<file path="src/rtl/tsc_pkg.sv">
package tsc_pkg;
  typedef enum logic {
    OP_INC = 1'b0,
    OP_DEC = 1'b1
  } step_op_e;
endpackage

</file>
<file path="src/rtl/tsc_index_ctr.sv">
// Position of the bit handled by the next step.
module tsc_index_ctr #(
  parameter int N  = 8,
  localparam int IW = (N > 1) ? $clog2(N) : 1
) (
  input  logic          clk,
  input  logic          rst,
  input  logic          clear,
  input  logic          advance,
  output logic [IW-1:0] idx,
  output logic          at_top
);
  localparam logic [IW-1:0] TOP = IW'(N - 1);

  always_ff @(posedge clk) begin
    if (rst || clear)  idx <= '0;
    else if (advance)  idx <= idx + 1'b1;
  end

  assign at_top = (idx == TOP);
endmodule

</file>
<file path="src/rtl/tsc_flip_reg.sv">
// Value register: whole-word load, or inversion of one selected bit.
module tsc_flip_reg #(
  parameter int N  = 8,
  localparam int IW = (N > 1) ? $clog2(N) : 1
) (
  input  logic          clk,
  input  logic          rst,
  input  logic          load_go,
  input  logic [N-1:0]  load_val,
  input  logic          flip_en,
  input  logic [IW-1:0] idx,
  output logic [N-1:0]  q,
  output logic          cur_bit
);
  for (genvar i = 0; i < N; i++) begin : g_bit
    logic sel;
    assign sel = flip_en && (idx == IW'(i));
    always_ff @(posedge clk) begin
      if (rst)          q[i] <= 1'b0;
      else if (load_go) q[i] <= load_val[i];
      else if (sel)     q[i] <= ~q[i];
    end
  end

  assign cur_bit = q[idx];
endmodule

</file>
<file path="src/rtl/tsc_seq.sv">
// Request acceptance, stop decision and the status flags.
module tsc_seq
  import tsc_pkg::*;
(
  input  logic clk,
  input  logic rst,
  input  logic start,
  input  logic load_en,
  input  logic op_in,
  input  logic cur_bit,
  input  logic at_top,
  output logic busy,
  output logic done,
  output logic wrap,
  output logic flip_en,
  output logic idx_clear,
  output logic idx_adv,
  output logic load_go
);
  step_op_e op_q;
  logic     accept, term, stop;

  assign load_go   = !busy && load_en;
  assign accept    = !busy && start && !load_en;
  assign term      = (op_q == OP_INC) ? !cur_bit : cur_bit;
  assign stop      = busy && (term || at_top);
  assign flip_en   = busy;
  assign idx_adv   = busy && !stop;
  assign idx_clear = accept;

  always_ff @(posedge clk) begin
    if (rst) begin
      busy <= 1'b0;
      done <= 1'b0;
      wrap <= 1'b0;
      op_q <= OP_INC;
    end else begin
      done <= stop;
      if (accept) begin
        busy <= 1'b1;
        op_q <= step_op_e'(op_in);
      end else if (stop) begin
        busy <= 1'b0;
      end
      if (accept || load_go) wrap <= 1'b0;
      else if (stop)         wrap <= !term;
    end
  end
endmodule

</file>
<file path="src/rtl/toggle_step_counter.sv">
module toggle_step_counter #(
  parameter int N = 8
) (
  input  logic         clk,
  input  logic         rst,
  input  logic         load_en,
  input  logic [N-1:0] load_val,
  input  logic         start,
  input  logic         op_dec,
  output logic [N-1:0] value,
  output logic         busy,
  output logic         done,
  output logic         wrap
);
  localparam int IW = (N > 1) ? $clog2(N) : 1;

  logic [IW-1:0] idx;
  logic at_top, cur_bit, flip_en, idx_clear, idx_adv, load_go;

  tsc_seq u_seq (
    .clk(clk), .rst(rst), .start(start), .load_en(load_en), .op_in(op_dec),
    .cur_bit(cur_bit), .at_top(at_top), .busy(busy), .done(done), .wrap(wrap),
    .flip_en(flip_en), .idx_clear(idx_clear), .idx_adv(idx_adv), .load_go(load_go)
  );

  tsc_index_ctr #(.N(N)) u_idx (
    .clk(clk), .rst(rst), .clear(idx_clear), .advance(idx_adv),
    .idx(idx), .at_top(at_top)
  );

  tsc_flip_reg #(.N(N)) u_reg (
    .clk(clk), .rst(rst), .load_go(load_go), .load_val(load_val),
    .flip_en(flip_en), .idx(idx), .q(value), .cur_bit(cur_bit)
  );
endmodule

</file>
<file path="config.mk">
export PLATFORM = sky130hd
export DESIGN_NAME = toggle_step_counter
export DESIGN_NICKNAME = d
export VERILOG_FILES = /design/src/rtl/tsc_pkg.sv /design/src/rtl/tsc_index_ctr.sv /design/src/rtl/tsc_flip_reg.sv /design/src/rtl/tsc_seq.sv /design/src/rtl/toggle_step_counter.sv
export SDC_FILE = /design/constraint.sdc
export NUM_CORES = 1
export LEC_CHECK = 0
export ABC_AREA = 1
export BUFFER_PORTS_ARGS = -buffer_cell sky130_fd_sc_hd__buf_2
export CAP_MARGIN = 20
export CORE_ASPECT_RATIO = 0.75
export CORE_UTILIZATION = 50
export CTS_CLUSTER_SIZE = 16
export DETAILED_ROUTE_END_ITERATION = 16
export GPL_TIMING_DRIVEN = 0
export PLACE_DENSITY = 0.76
export SLEW_MARGIN = 10
export SYNTH_ARGS = -nofsm -noshare
export SYNTH_HDL_FRONTEND = slang
export SYNTH_SLANG_ARGS = --single-unit
</file>
<file path="constraint.sdc">
create_clock -name clk -period 3.81 [get_ports clk]
set_input_delay 0.1905 -clock clk [delete_from_list [all_inputs] [get_ports clk]]
set_output_delay 0.1905 -clock clk [all_outputs]
set_load 0.03 [all_outputs]
</file>
==> flow_summary.toml <==
[outcome]
status = "complete, no violations"

[clock_network]
cts_setup_buffers = 0
path_clk_slew_ns = 0.09
clk_latency_ns = 0.28
cts_resized = 0
clock_path_buffers = 2
htree_levels = 1
postCtsHoldBufs = 0
cts_sinks = 15
cts_buffers = 3
cts_tree = "yes"
cts_root_buffer = "clkbuf_4"

[routing]
drc = 0
drt_iter0_markers = 13
dr.pass1.iters = 4
wirelength_mm = 1.95
vias = 893
vias_per_cell = 4.99
ant_nets = 0
routedWlPerCell_um = 10.9

[synth]
ys_seq_area_share_pct = 32.6
syn_area_sq_um = 922
synthCells = 130
syn-num-nets = 149
avgSynthCellArea_sq_um = 7.09
synth_cell_types = 19
ys_ff_latch = 15
ys_warn_count = 0

[final_layout]
antenna_cells = 0
syn_to_final_growth_pct = 18.3
num-nets-final = 177
multi_input_area_sq_um = 493
seq_area_sq_um = 300
post_route_cells_drive_above_1_share_pct = 22.9
n_fill_cell = 181

[critical_path]
cp_max_fo = 8
critPathCaptureType = "flip-flop"
crit_required_ns = 4.00
critPathKind = "reg -> reg"
start_kind = "flip-flop"
cp.arrival_ns = 1.66

[sta]
tightest_slew_ns = 0.317
setup_viol = 0
rsz0062_at_grt = "false"
setup_ws_ns = 2.34
tns_ns = 0
max_freq_mhz = 680
slew_violations = 0
min_period_ns = 1.47
fin_worst_skew_ns = 0.00116
slew_headroom_pct = 78.8
hold_viol = 0
finalCritPeriodShare_pct = 38.6

[power]
vdd_drop_max_v = 0.000225
powerDensity_nw_per_um2 = 329
leakage_nw = 0.568

[global_routing]
grt_max_degree = 11
grt_pass1_vias = 790
overflow = 0
antenna_found_initial = 0
track_usage_pct = 23.1
grt_pass1_wl_mm = 3.28

[place]
dp_hpwl_mm = 1.50
port_buffers = 23
pre_cts_ws_ns = 2.37
place.gp.congestion = 0.877

[floorplan]
core_sq_um = 1720
start_util_pct = 53.5
rows = 13
ios = 24
fp.dieArea_sq_um = 2020
die_y_um = 39.2
die_width_um = 51.6

[hold_path]
hold_class = "in -> reg"

[job]
cap_violations = 0
Yosys cell counts, drive strengths merged:
cell type	instances	share of area [%]
buf	2	1.4
a211oi	1	1.4
xor2	2	1.9
nand3	8	7.9
nand2	30	13
inv	31	13
nor3	6	3.3
a21oi	5	2.7
o21ai	10	5.4
dfxtp	15	33
o221ai	6	5.7
ha	6	8.1
nor2	5	2.0
nand4	3	2.0
stage by stage:
step | hold WS (ns) | std cells | area, sq um | util, % | total power [mW]
floorplan | 0.255 | 130 | 922 | - | 0.244
global placement | 0.399 | 175 | 1060 | 61.8 | 0.268
detailed placement | 0.408 | 175 | 1060 | 61.8 | 0.271
CTS | 0.0961 | 179 | 1090 | 63.3 | 0.363
global route | 0.102 | 179 | 1090 | 63.3 | 0.379
finish | 0.120 | 179 | 1090 | 63.3 | 0.358
metal layers:
metal  GRT usage [%]  vias up  wire length (um)
met4            11.5        0                15
met1            29.7      398               994
met3            9.02        2               102
met2            33.4       23               836
met5               0        -                 0
li1                -      470                 -
critical path, cell delays in order, from the launching register on:
cell and delay, ns:
dfxtp_1 0.51, inv_2 0.13, nand2_1 0.08, nand3_1 0.08, nand3_2 0.09, nand2_1 0.06
nand2_1 0.09, nand2_4 0.09, nand3_4 0.08, nand2_1 0.05, inv_1 0.06, nor2_1 0.04
state kept, by name, indices dropped and copies added, names as in the netlist:
name        flops
u_seq.wrap      1
u_seq.done      1
u_idx.idx       3
u_seq.busy      1
u_reg.q         8
u_seq.op_q      1
power breakdown:
part	total (mW)	switching, mW	internal, mW
combinational	0.0914	0.0603	0.0311
clock	0.0911	0.0504	0.0407
sequential	0.176	0.00900	0.167
placed cells by master (no fill, tap or decap), types with 4 or more instances in the layout:
cell type,n
buf_2,24
inv_1,30
nor3_1,6
a21oi_1,5
nand3_2,4
nor2_1,5
o21ai_0,10
o221ai_1,6
nand2_1,29
dfxtp_1,15
ha_1,6
path summary, 6_finish.rpt:
path,start,to,slack (ns),depth (start not counted)
setup / recovery,u_idx.idx[0],u_idx.idx[2],2.34,11
hold / removal,rst,u_seq.done,0.12,2
setup reg to reg,u_idx.idx[0],u_idx.idx[2],2.34,11
hold reg to reg,u_seq.op_q,u_seq.op_q,0.50,2
layout make-up:
class	instances	share of cell area, %
inverter	31	10.7
multi-input combinational	82	45.2
sequential	15	27.5
clock buffer	4	2.41
buffer	2	1.15
timing repair buffer	23	10.6
tap	22	2.52
logic make-up after synthesis:
kind of cell	Yosys count	share of synthesized area [%]
adders and majority gates	6	8.14
xor gates and xnor gates	2	1.90
AOI/OAI and AO/OA	22	15.2
and+or+nand+nor	52	28.2
buffers and inverters	33	14.0
DFF	15	32.6
No activity file was read; power rests on OpenSTA's default activity.
